==> config.mk <==
export PLATFORM = sky130hd
export DESIGN_NAME = usb_irq_status
export DESIGN_NICKNAME = d
export VERILOG_FILES = /design/src/rtl/usb_irq_pkg.sv /design/src/rtl/usb_irq_edge.sv /design/src/rtl/usb_irq_idle_timer.sv /design/src/rtl/usb_irq_status.sv
export SDC_FILE = /design/constraint.sdc
export NUM_CORES = 1
export LEC_CHECK = 0
export CAP_MARGIN = 20
export CORE_MARGIN = 1
export CORE_UTILIZATION = 35
export DETAILED_ROUTE_END_ITERATION = 12
export PLACE_DENSITY = 0.63
export RECOVER_POWER = 25
export REMOVE_ABC_BUFFERS = 1
export SETUP_SLACK_MARGIN = 0.15
export SYNTH_ARGS = -nofsm -noshare
export SYNTH_HDL_FRONTEND = slang
export SYNTH_HIERARCHICAL = 1
export SYNTH_SLANG_ARGS = --single-unit
==> constraint.sdc <==
create_clock -name clk -period 2.5 [get_ports clk]
set_input_delay 0.25 -clock clk [delete_from_list [all_inputs] [get_ports clk]]
set_output_delay 0.25 -clock clk [all_outputs]
set_load 0.02 [all_outputs]
==> src/rtl/usb_irq_pkg.sv <==
package usb_irq_pkg;
  localparam int NUM_EP   = 3;
  localparam int REG_W    = 8;
  localparam int EP0_SRC  = 5;
  // register 2 bit positions
  localparam int R2_XRUN  = 4;
  localparam int R2_BRST  = 5;
  localparam int R2_RSM   = 6;
  localparam int R2_SUSP  = 7;
  localparam logic [REG_W-1:0] R1_VALID = 8'hFD;
  localparam logic [REG_W-1:0] R2_VALID = 8'hF0;
endpackage

==> src/rtl/usb_irq_edge.sv <==
module usb_irq_edge #(
  parameter int W = 8,
  parameter logic [W-1:0] FALL_MASK = '0
) (
  input  logic         clk,
  input  logic         rst,
  input  logic [W-1:0] d,
  output logic [W-1:0] evt
);
  logic [W-1:0] hist_q;

  always_ff @(posedge clk) begin
    if (rst) hist_q <= '0;
    else     hist_q <= d;
  end

  for (genvar i = 0; i < W; i++) begin : g_bit
    if (FALL_MASK[i]) begin : g_fall
      assign evt[i] = hist_q[i] & ~d[i];
    end else begin : g_rise
      assign evt[i] = d[i] & ~hist_q[i];
    end
  end
endmodule

==> src/rtl/usb_irq_idle_timer.sv <==
module usb_irq_idle_timer #(
  parameter int IDLE_LIMIT = 144000
) (
  input  logic clk,
  input  logic rst,
  input  logic restart,
  input  logic line_idle,
  output logic fire,
  output logic wake,
  output logic suspended
);
  localparam int CW = $clog2(IDLE_LIMIT + 1);
  localparam logic [CW-1:0] LIM = CW'(IDLE_LIMIT);

  logic [CW-1:0] cnt_q;
  logic          done_q;
  logic          susp_q;

  assign fire      = line_idle && !done_q && (cnt_q == LIM);
  assign wake      = susp_q && !line_idle;
  assign suspended = susp_q;

  always_ff @(posedge clk) begin
    if (rst || restart) begin
      cnt_q  <= '0;
      done_q <= 1'b0;
      susp_q <= 1'b0;
    end else if (!line_idle) begin
      cnt_q  <= '0;
      done_q <= 1'b0;
      susp_q <= 1'b0;
    end else if (!done_q) begin
      if (cnt_q == LIM) begin
        done_q <= 1'b1;
        susp_q <= 1'b1;
      end else begin
        cnt_q <= cnt_q + 1'b1;
      end
    end
  end
endmodule

==> src/rtl/usb_irq_status.sv <==
module usb_irq_status
  import usb_irq_pkg::*;
#(
  parameter int IDLE_LIMIT = 144000
) (
  input  logic              clk,
  input  logic              rst,
  input  logic              ep0_out_rdy,
  input  logic              ep0_in_rdy,
  input  logic              ep0_data_end,
  input  logic              ep0_force_stall,
  input  logic              ep0_setup_end,
  input  logic [NUM_EP-1:0] in_pkt_rdy,
  input  logic [NUM_EP-1:0] in_underrun,
  input  logic [NUM_EP-1:0] out_pkt_rdy,
  input  logic [NUM_EP-1:0] out_overrun,
  input  logic [NUM_EP-1:0] out_force_stall,
  input  logic              bus_reset,
  input  logic              line_idle,
  input  logic              reg_sel,
  input  logic              wr_en,
  input  logic [REG_W-1:0]  wr_data,
  output logic [REG_W-1:0]  rd_data,
  output logic              irq
);
  localparam int SW     = EP0_SRC + 5 * NUM_EP;
  localparam int O_IRDY = EP0_SRC;
  localparam int O_IUR  = O_IRDY + NUM_EP;
  localparam int O_ORDY = O_IUR + NUM_EP;
  localparam int O_OOV  = O_ORDY + NUM_EP;
  localparam int O_OST  = O_OOV + NUM_EP;
  // endpoint 0 in-ready and data-end, and every IN packet-ready, act on clearing
  localparam logic [SW-1:0] FALL_MASK =
    {{(4*NUM_EP){1'b0}}, {NUM_EP{1'b1}}, 5'b00110};

  logic [SW-1:0]    src, evt;
  logic             ep0_evt, xrun_evt;
  logic [NUM_EP-1:0] in_evt, out_evt;
  logic [REG_W-1:0] set1, set2, clr1, clr2;
  logic [REG_W-1:0] flag1_q, flag2_q;
  logic             susp_fire, wake_evt, suspended;

  assign src = {out_force_stall, out_overrun, out_pkt_rdy, in_underrun, in_pkt_rdy,
                ep0_setup_end, ep0_force_stall, ep0_data_end, ep0_in_rdy, ep0_out_rdy};

  usb_irq_edge #(.W(SW), .FALL_MASK(FALL_MASK)) i_edge (
    .clk(clk), .rst(rst), .d(src), .evt(evt)
  );

  usb_irq_idle_timer #(.IDLE_LIMIT(IDLE_LIMIT)) i_timer (
    .clk(clk), .rst(rst), .restart(bus_reset), .line_idle(line_idle),
    .fire(susp_fire), .wake(wake_evt), .suspended(suspended)
  );

  assign ep0_evt = |evt[EP0_SRC-1:0];

  for (genvar e = 0; e < NUM_EP; e++) begin : g_ep
    assign in_evt[e]  = evt[O_IRDY+e] | evt[O_IUR+e];
    assign out_evt[e] = evt[O_ORDY+e] | evt[O_OOV+e] | evt[O_OST+e];
  end

  assign xrun_evt = (|evt[O_IUR +: NUM_EP]) | (|evt[O_OOV +: NUM_EP]);

  always_comb begin
    set1    = '0;
    set1[0] = ep0_evt;
    for (int e = 0; e < NUM_EP; e++) begin
      set1[2 + 2*e] = in_evt[e];
      set1[3 + 2*e] = out_evt[e];
    end
    set2           = '0;
    set2[R2_XRUN]  = xrun_evt;
    set2[R2_RSM]   = wake_evt;
    set2[R2_SUSP]  = susp_fire;
    clr1 = (wr_en && !reg_sel) ? wr_data : '0;
    clr2 = (wr_en &&  reg_sel) ? wr_data : '0;
  end

  always_ff @(posedge clk) begin
    if (rst) begin
      flag1_q <= '0;
      flag2_q <= '0;
    end else if (bus_reset) begin
      flag1_q          <= '0;
      flag2_q          <= '0;
      flag2_q[R2_BRST] <= 1'b1;
    end else begin
      flag1_q <= ((flag1_q & ~clr1) | set1) & R1_VALID;
      flag2_q <= ((flag2_q & ~clr2) | set2) & R2_VALID;
    end
  end

  always_ff @(posedge clk) begin
    if (rst) begin
      rd_data <= '0;
      irq     <= 1'b0;
    end else begin
      rd_data <= reg_sel ? flag2_q : flag1_q;
      irq     <= |{flag1_q, flag2_q};
    end
  end
endmodule

Word-level counts from Yosys, hierarchy flattened
Cells that the tools add are included.
{ "word_totals": {"ff_bits": 65, "inputBits": 34, "out_inout_bits": 9, "word_cells": 94} }
{ "classes": {"add_sub_neg": 1, "eq_ne": 1, "muxes": 6, "n_bitwise": 59, "reduce_logical": 17} }
{ "op_table": {"columns": ["op", "n"], "rows": [
  ["8-bit two-way mux", 3],
  ["1-bit inverter", 23],
  ["1-bit AND", 20],
  ["18-bit by 1-bit adder with 18-bit output, second input constant", 1],
  ["18-bit == test, second input constant", 1],
  ["8-bit AND", 2],
  ["8-bit inverter", 2],
  ["8-bit OR", 2],
  ["16-bit OR reduction", 1],
  ["1-bit OR", 10],
  ["6-bit two-way mux", 1],
  ["3-bit OR reduction", 2],
  ["1-bit logical AND", 5],
  ["5-bit OR reduction", 1],
  ["2-bit AND reduction", 2],
  ["2-bit OR reduction", 2],
  ["1-bit zero test", 3],
  ["1-bit two-way mux", 2],
  ["1-bit logical OR", 1]
]} }

Longest topological paths before layout
Gate-level depths: netlist of run 1.
{ "depth": {"word_depth": 6, "mapped_depth": 7, "depth_no_buf": 7} }

Hierarchy
Netlist of run 1, hierarchy kept.
{ "modules_own_cells": {"columns": ["mod", "instances", "cells_per_inst", "area_each_um2", "seq_area_each_um2"], "rows": [
  ["usb_irq_idle_timer", 1, 115, 977.2, 400.4],
  ["usb_irq_status", 1, 80, 749.5, 380.4],
  ["usb_irq_edge", 1, 62, 723.2, 400.4]
]} }

Least setup slack after synthesis of run 1
OpenSTA, ideal clock, no wires.
{ "synth_path": {"kind": "reg-to-reg", "start": "register i_timer.cnt_q[0]", "end": "register i_timer.cnt_q[16]", "setup_ps": 70, "arrival_ps": 1691, "required_ps": 2430, "slack_ps": 739, "path_stages_with_launch": 7, "n_path_buf": 1, "period_less_slack_ps": 1761, "cell_sequence": "dfxtp_1 > ha_1 > or2b_4 > or2_0 > buf_2 > or4_1 > a21oi_1"} }
{ "synth_via": {"elab_chain_cells": 3, "word_cells_on_any_way": 4, "cone_classes": "1 x add/sub; 1 x eq/ne; 1 x bitwise; 1 x reduce/logical"} }
{ "synth_lines": {"columns": ["item", "line_no", "rtl"], "rows": [
  ["start, declared", "usb_irq_idle_timer.sv:15", "logic [CW-1:0] cnt_q;"],
  ["start signal, assigned", "usb_irq_idle_timer.sv:37", "cnt_q <= cnt_q + 1'b1;"],
  ["branches (longest 3 deep; another with 18-bit by 1-bit adder with 18-bit output)", null, null]
]} }
Parallel ways; which one is timed is not known.
A chain may end at the register's enable or synchronous reset.

Final worst setup path of run 1
Same ends and word-level chain as after synthesis.

==> results of run 1 <==
-- metrics by stage --
| step | utilization | cell area [um2] |
|---|---|---|
| 2_1_floorplan | - | 2390 |
| 3_3_place_gp | 0.430 | 2920 |
| 3_5_place_dp | 0.430 | 2920 |
| 4_1_cts | 0.458 | 3110 |
| 5_1_grt | 0.458 | 3110 |
| 6_report | 0.458 | 3110 |
-- Yosys cell counts, types with 5 or more instances --
cell type	n	area share
mux2i_1	6	0.025
nor3_1	7	0.014
nor2_1	22	0.034
o21ai_0	8	0.016
a21oi_1	13	0.027
dfxtp_1	59	0.48
xor2_1	6	0.021
nand3_1	8	0.016
nand4_1	5	0.013
nand2_1	13	0.020
inv_1	7	0.011
and2_1	6	0.015
nor2b_1	22	0.056
nor2b_2	20	0.072
-- area by class of cell --
cell class                 count  area, um2
sequential                    59       1180
tap                           96        120
inverter                       7       26.3
clock buffer                   9        124
clock inverter                 7       68.8
multi-input combinational    180       1180
timing repair buffer          42        413
fill                         682       3680
-- worst max-delay path: stages, from the launching register on --
cell and delay [ns]:
dfxtp_1 0.36, ha_1 0.15, or2b_4 0.29, or2_0 0.33
or4_1 0.54, a21oi_1 0.15
-- layer usage --
layer	routed length [um]	part of all wire	global-route usage	vias to the layer above
met2	2030	0.44	0.196	31
met1	2330	0.50	0.196	855
li1	-	-	-	965
met3	186	0.040	0.0529	6
met5	0	0	0	-
met4	68	0.015	0.0591	0
-- where the power goes --
group	internal [mW]	total [mW]	switching, mW
Sequential	0.972	0.985	0.0138
Clock	0.456	0.839	0.384
Combinational	0.0953	0.164	0.0689
-- flip-flops by register name (all words and copies together) (netlist names) --
| register | count |
|---|---|
| rd_data | 7 |
| i_timer/suspended | 1 |
| i_timer/done_q | 1 |
| flag1_q | 7 |
| flag2_q | 4 |
| i_edge/hist_q | 20 |
| i_timer/cnt_q | 18 |
| irq | 1 |
-- kinds of logic after synthesis --
| kind of cell | count (synthesis) | share of synthesized area |
|---|---|---|
| buf+inv | 18 | 0.0368 |
| compound gates | 36 | 0.0991 |
| mux | 6 | 0.0245 |
| fa+ha+maj | 2 | 0.0102 |
| simple gates | 127 | 0.317 |
| other cells | 1 | 0.00153 |
| xor+xnor | 8 | 0.0286 |
| flops | 59 | 0.482 |
-- worst min-delay path by stage --
stage	from	endpoint	slack (ns)
floorplan	rst	i_edge/hist_q[0]	0.32
global placement	i_timer/suspended	i_timer/suspended	0.44
detailed placement	i_timer/suspended	i_timer/suspended	0.45
CTS	i_timer/suspended	i_timer/suspended	0.47
global route	i_timer/suspended	i_timer/suspended	0.49
finish	i_timer/suspended	i_timer/suspended	0.47
==> out/metrics.yaml, run 1 <==
outcome: "complete, no violations"
final_cell_mix: "dfxtp_1 (59), clkdlybuf4s50_1 (39), nor2b_1 (22), nor2_1 (22), nor2b_2 (20)"
syn_inst: 257
fin_crit_ns: 1.87
io_buffers: 40
worstHoldPathCells: 1
power.leakage_nw: 1.14
grt.overflow.total: 0
grt_usage: 0.141
grt_max_degree: 29
drive_gt1_frac: 0.155
initial_utilization: 0.361
grt_antenna_before_repair: 0
rows: 30
synth_cell_types: 49
async_reset_ff_frac: 0
ys_ff_latch: 59
design.core.area_um2: 6790
globalplace.congestion: 0.774
yosys_warnings: 6
insertion_delay_ns: 0.33
cts_tree: "built"
worstSetupEndpointType: "register"
dp_cells: 384
die-area_um2: 7340
post-place-ws_ns: 0.616
cts_setup_buffers: 0
die_y_um: 85.7
tns_ns: 0
whs_ns: 0.466
crit_arrival_ns: 2.14
fmax_mhz: 534
r2r_cells: 5
drt_iter0_drc: 102
reg2reg_slack_ns: 0.63
setup_slack_ns: 0.626
layout.cells.non_filler: 400
synth_seq_area_share: 0.482
final_common_cell: "dfxtp_1"
drc: 0
slew_headroom: 0.494
wl_per_cell_um: 11.6
final_antenna_net_count: 0
required_ns: 2.76
setup.worst_path.start: "i_timer/cnt_q[0]"
cts_buffers: 9
critPathKind: "reg2reg"
wirelength_um: 4620
power_density_nw_per_um2: 639
setup_viol: 0
firstDrtPassIters: 4
r2r-start: "i_timer/cnt_q[0]"
rsz0062_at_grt: "false"
synth_area_per_cell_um2: 9.53
peakVddDrop_mv: 0.419
cts_root_buf: "clkbuf_8"
fin_crit_sh: 0.750
syn_to_final_growth_pct: 27.0
dr_total_vias: 1857
grt_pass1_wl_um: 7890
clk_pin_slew_worst_paths_ns: 0.07
cts_max_path_buffers: 2
syn_area_um2: 2450
synth_edf_count: 0
crit_fanout: 7
ys.flop_type: "dfxtp_1"
skew_ns: 0.00857
grt_pass1_vias: 1687
hold_viol_final: 0
die_w_um: 85.7
cts_sinks: 59
rr_endpoint: "i_timer/cnt_q[16]"
diodes: 0
tightest_slew_ns: 0.760
cts_resized: 0
total_power_mw: 1.99
min_path_type: "reg2reg"
place_hpwl_um: 3390
endpoint: "i_timer/cnt_q[16]"
drv_slew: 0
cp-start-kind: "register"
maxCapViolations: 0
ctsHoldBuffers: 0
avgViaCountPerCell: 4.64
ctsHtreeMaxLevel: 3
io-pin-count: 43
nets: 335
(Power assumes the default switching activity.)
==> inputs of run 2 (changes only) <==
- clock period: 2.5 -> 1.82 ns (I/O delays scaled with it)
==> run 2 against run 1 <==
Count of clock-buffer cells in the layout rose by 4. Worst hold slack worse by 0.032 ns. Final area grew 5.4%. Flip-flop and latch count stayed put. Combinational power grew 41%. Register-to-register slack worse by 0.48 ns. First-iteration DRC count fell by 52%. Sequential power is 37% higher. Critical path type unchanged.
==> out/metrics.yaml, run 2 (same netlist as run 1, synthesis figures left out) <==
outcome: "complete, no violations"
final_common_cell: "dfxtp_1"
tightest_slew_ns: 0.623  # -0.136 ns
dr_total_vias: 1890  # +1.8%
grt_max_degree: 21  # -28%
die-area_um2: 7340  # unchanged
top_register: "i_edge/hist_q"
drive_gt1_frac: 0.215  # +0.0606
avgViaCountPerCell: 4.59  # -1.2%
rsz0062_at_grt: "true"
io_buffers: 40  # unchanged
globalplace.congestion: 0.781  # +0.94%
required_ns: 2.10  # -0.66 ns
worstHoldPathCells: 2  # +1
firstDrtPassIters: 5  # +1
ctsHtreeMaxLevel: 3  # unchanged
power.leakage_nw: 1.22  # +7.2%
peakVddDrop_mv: 0.551  # +32%
ctsHoldBuffers: 0  # unchanged
crit_fanout: 6  # -1
final_antenna_net_count: 0  # unchanged
rows: 30  # unchanged
grt.overflow.total: 0  # unchanged
io-pin-count: 43  # unchanged
min_path_type: "in2reg"
initial_utilization: 0.361  # unchanged
worstSetupEndpointType: "register"
fin_crit_sh: 0.918  # +0.168
nets: 347  # +3.6%
largest_reg_flops: 20  # unchanged
clk_pin_slew_worst_paths_ns: 0.07  # about the same
cts_tree: "built"
setup_viol: 0  # unchanged
insertion_delay_ns: 0.33  # about the same
crit_arrival_ns: 1.95  # -0.19 ns
drt_iter0_drc: 49  # -52%
grt_antenna_before_repair: 0  # unchanged
grt_pass1_vias: 1749  # +3.7%
die_y_um: 85.7  # unchanged
nFillCells: 675  # -1.0%
cp-start-kind: "register"
tns_ns: 0  # unchanged
grt_pass1_wl_um: 8050  # +2.0%
critPathKind: "reg2reg"
cts_sinks: 59  # unchanged
place_hpwl_um: 3550  # +4.7%
design.core.area_um2: 6790  # unchanged
cts_max_path_buffers: 2  # unchanged
cts_buffers: 9  # unchanged
grt_usage: 0.144  # +0.00263
hold_viol_final: 0  # unchanged
cts_root_buf: "clkbuf_8"
drv_slew: 0  # unchanged
syn_to_final_growth_pct: 33.9
diodes: 0  # unchanged
power_density_nw_per_um2: 919  # +44%
final_cell_mix: "dfxtp_1 (55), clkdlybuf4s50_1 (38), nor2b_1 (22), nor2_1 (22), nor2b_2 (20)"
dp_cells: 393  # +2.3%
die_w_um: 85.7  # unchanged
slew_headroom: 0.584  # +0.0907
maxCapViolations: 0  # unchanged
wirelength_um: 4860  # +5.1%
fmax_mhz: 598  # +12%
drc: 0  # unchanged
top_regs: "i_edge/hist_q: 20 flops, i_timer/cnt_q: 18 flops"
r2r_cells: 5  # unchanged
layout.cells.non_filler: 412  # +3.0%
wl_per_cell_um: 11.8  # +2.0%
skew_ns: 0.00616  # -0.00241 ns
fin_crit_ns: 1.67  # -0.203 ns
[run 2: cell count changes in the layout (fill, tap and decap cells not counted), sizes merged]
cell / delta
dlygate4sd3: +1
clkinvlp: -1
clkbuf: +5
clkdlybuf4s50: -1
clkinv: -4
bufinv: +1
buf: +11
[run 2: worst max-delay path, stage by stage (launching register included)]
cell and delay, ns:
dfxtp_2 0.33, ha_2 0.15, or2b_4 0.26, or2_4 0.28
or4_4 0.49, a21oi_2 0.11
[run 2: per-layer routing]
| metal | global-route usage | vias up | wire (um) |
|---|---|---|---|
| li1 | - | 982 | - |
| met1 | 0.193 | 866 | 2340 |
| met2 | 0.210 | 34 | 2270 |
| met3 | 0.0443 | 8 | 166 |
| met4 | 0.0697 | 0 | 76 |
| met5 | 0 | - | 0 |
[run 2: per-stage QoR]
step	util	setup WS, ns	area [um2]	hold WS, ns	power (mW)
final	0.483	0.149	3280	0.434	3.01
after floorplan	-	0.0764	2390	0.248	1.48
after detailed placement	0.440	0.0147	2990	0.451	1.62
after global placement	0.440	0.0344	2990	0.442	1.62
after CTS	0.477	0.152	3240	0.426	3.05
after global routing	0.483	0.109	3280	0.431	3.14
[run 2: final cells by class]
class | count | area [um2] | area share
clock buffers | 13 | 179 | 0.0546
clock inverters | 3 | 67.6 | 0.0206
inverters | 7 | 26.3 | 0.00801
multi-input cells | 180 | 1200 | 0.366
flip-flops and latches | 59 | 1190 | 0.362
well taps | 96 | 120 | 0.0366
repair buffers | 54 | 499 | 0.152
[run 2: path summary, 6_finish.rpt]
kind                startpoint           endpoint  slack (ns)
min reg2reg  i_timer/suspended  i_timer/suspended        0.46
min             out_pkt_rdy[1]  i_edge/hist_q[12]        0.43
max           i_timer/cnt_q[1]  i_timer/cnt_q[16]        0.15
max reg2reg   i_timer/cnt_q[1]  i_timer/cnt_q[16]        0.15
[run 2: where the power goes]
part | switching [mW] | internal [mW]
Clock | 0.507 | 0.921
Combinational | 0.0974 | 0.135
Sequential | 0.0189 | 1.34
Total | 0.624 | 2.39
[run 2: what timing repair did]
action,CTS,global route
hold endpoints to repair,0,0
pin swaps,0,5
setup buffers,0,3
gates resized for setup,3,10
endpoints found under the setup margin,2,5
==> inputs of run 3 (changes only) <==
- CORE_ASPECT_RATIO: not set -> 0.75
- CTS_CLUSTER_DIAMETER: not set -> 60
==> run 3 against run 2 <==
Sequential power barely moved. Global-route usage fell by 0.46 points. Sequential share of layout area rose by 0.25 points. Clock power rose by 13%. Critical endpoint unchanged. Final cell count fell by 3.4%. Power rose by 6.4%. First-iteration DRC count rose by 69%.
==> out/metrics.yaml, run 3 (same netlist as run 1, synthesis figures left out) <==
io_buffers: 40  # unchanged
cts_sinks: 59  # unchanged
nets: 345  # -0.58%
clk_pin_slew_worst_paths_ns: 0.07  # about the same
cts_tree: "built"
crit_arrival_ns: 1.94  # about the same
critPathKind: "reg2reg"
largest_reg_flops: 20  # unchanged
rsz0062_at_grt: "true"
die_y_um: 74.5  # -13%
initial_utilization: 0.360  # about the same
reg2reg_slack_ns: 0.16  # about the same
fmax_mhz: 603  # +0.73%
outcome: "complete, no violations"
fin_crit_sh: 0.911  # -0.00663
cts_max_path_buffers: 2  # unchanged
rows: 26  # -13%
firstDrtPassIters: 4  # -1
drive_gt1_frac: 0.207  # -0.00818
drt_iter0_drc: 83  # +69%
cp-start-kind: "register"
wirelength_um: 4860  # about the same
avgViaCountPerCell: 4.73  # +3.1%
slew_headroom: 0.619  # +0.0342
io-pin-count: 43  # unchanged
final_common_cell: "dfxtp_1"
grt_max_degree: 20  # -4.8%
tightest_slew_ns: 0.572  # -0.0513 ns
cts_buffers: 9  # unchanged
insertion_delay_ns: 0.34  # about the same
power_density_nw_per_um2: 980  # +6.6%
grt_antenna_before_repair: 0  # unchanged
place_hpwl_um: 3620  # +1.9%
required_ns: 2.10  # about the same
cts_root_buf: "clkbuf_8"
setup.worst_path.start: "i_timer/cnt_q[0]"
skew_ns: 0.0101  # +0.00389 ns
final_cell_mix: "dfxtp_1 (53), clkdlybuf4s50_1 (39), nor2b_1 (22), nor2_1 (22), nor2b_2 (20)"
ctsHtreeMaxLevel: 3  # unchanged
power.leakage_nw: 1.22  # +0.42%
drv_slew: 0  # unchanged
worstSetupEndpointType: "register"
top_register: "i_edge/hist_q"
wl_per_cell_um: 12.2  # +3.6%
top_regs: "i_edge/hist_q: 20 flops, i_timer/cnt_q: 18 flops"
grt_pass1_vias: 1646  # -5.9%
setup_viol: 0  # unchanged
globalplace.congestion: 0.764  # -2.2%
crit_fanout: 6  # unchanged
dr_total_vias: 1882  # -0.42%
worstHoldStart: "out_pkt_rdy[2]"
ctsHoldBuffers: 0  # unchanged
syn_to_final_growth_pct: 33.5
min_path_type: "in2reg"
drc: 0  # unchanged
die-area_um2: 7340  # about the same
die_w_um: 98.6  # +15%
grt_usage: 0.139  # -0.00456
total_power_mw: 3.21  # +6.4%
peakVddDrop_mv: 0.508  # -7.9%
tns_ns: 0  # unchanged
grt.overflow.total: 0  # unchanged
r2r-start: "i_timer/cnt_q[0]"
nFillCells: 656  # -2.8%
hold_viol_final: 0  # unchanged
fin_crit_ns: 1.66  # -0.0121 ns
maxCapViolations: 0  # unchanged
final_antenna_net_count: 0  # unchanged
grt_pass1_wl_um: 7650  # -5.0%
diodes: 0  # unchanged
design.core.area_um2: 6800  # about the same
==> run 3: cell types whose count changed in the layout (fill, tap and decap cells not counted), sizes merged <==
cell	change
clkinvlp	-1
bufinv	+2
clkdlybuf4s50	+1
dlygate4sd3	-1
buf	-3
==> run 3: metrics by stage <==
step	instance area [um2]	std cells	hold WS, ns	util	setup WS, ns
floorplan	2390	246	0.248	-	0.0764
global placement	2970	380	0.442	0.436	0.0247
detailed placement	2970	380	0.446	0.436	0.00391
CTS	3250	397	0.419	0.479	0.157
global route	3270	398	0.428	0.481	0.104
finish	3270	398	0.430	0.481	0.161
==> run 3: path summary, 6_finish.rpt <==
check	depth (start not counted)	endpoint
max	5	i_timer/cnt_q[16]
min	2	i_edge/hist_q[13]
max reg2reg	5	i_timer/cnt_q[16]
min reg2reg	1	i_timer/suspended
==> run 3: layout make-up <==
type	instances	area, um2	share of cell area
inverter	7	26.3	0.00803
tap	84	105	0.0321
clock inverter	4	120	0.0367
timing repair buffer	52	480	0.147
sequential	59	1190	0.364
multi-input combinational	180	1190	0.365
clock buffer	12	155	0.0474
==> run 3: metal layers <==
layer | GRT usage | vias to the layer above | share of wire
met4 | 0.0647 | 0 | 0.016
met2 | 0.185 | 38 | 0.39
li1 | - | 987 | -
met3 | 0.0602 | 7 | 0.052
met1 | 0.193 | 850 | 0.54
met5 | 0 | - | 0
==> run 3: timing repair <==
item | 4_1_cts | 5_1_grt
gates resized for setup | 4 | 9
pin swaps | 3 | 4
setup endpoints to repair | 2 | 4
buffers inserted | 1 | 1
==> run 3: power by group <==
part           switching (mW)  internal [mW]  leakage (nW)  total [mW]
combinational          0.0984          0.133         0.600       0.231
clock                   0.498           1.12         0.137        1.62
sequential             0.0195           1.33         0.487        1.35
total                   0.616           2.59          1.22        3.21
==> run 3: critical path: stages (launching register included) <==
cell and delay [ns]:
dfxtp_2 0.33, ha_1 0.13, or2b_4 0.26, or2_4 0.26, or4_4 0.49, a21oi_2 0.14
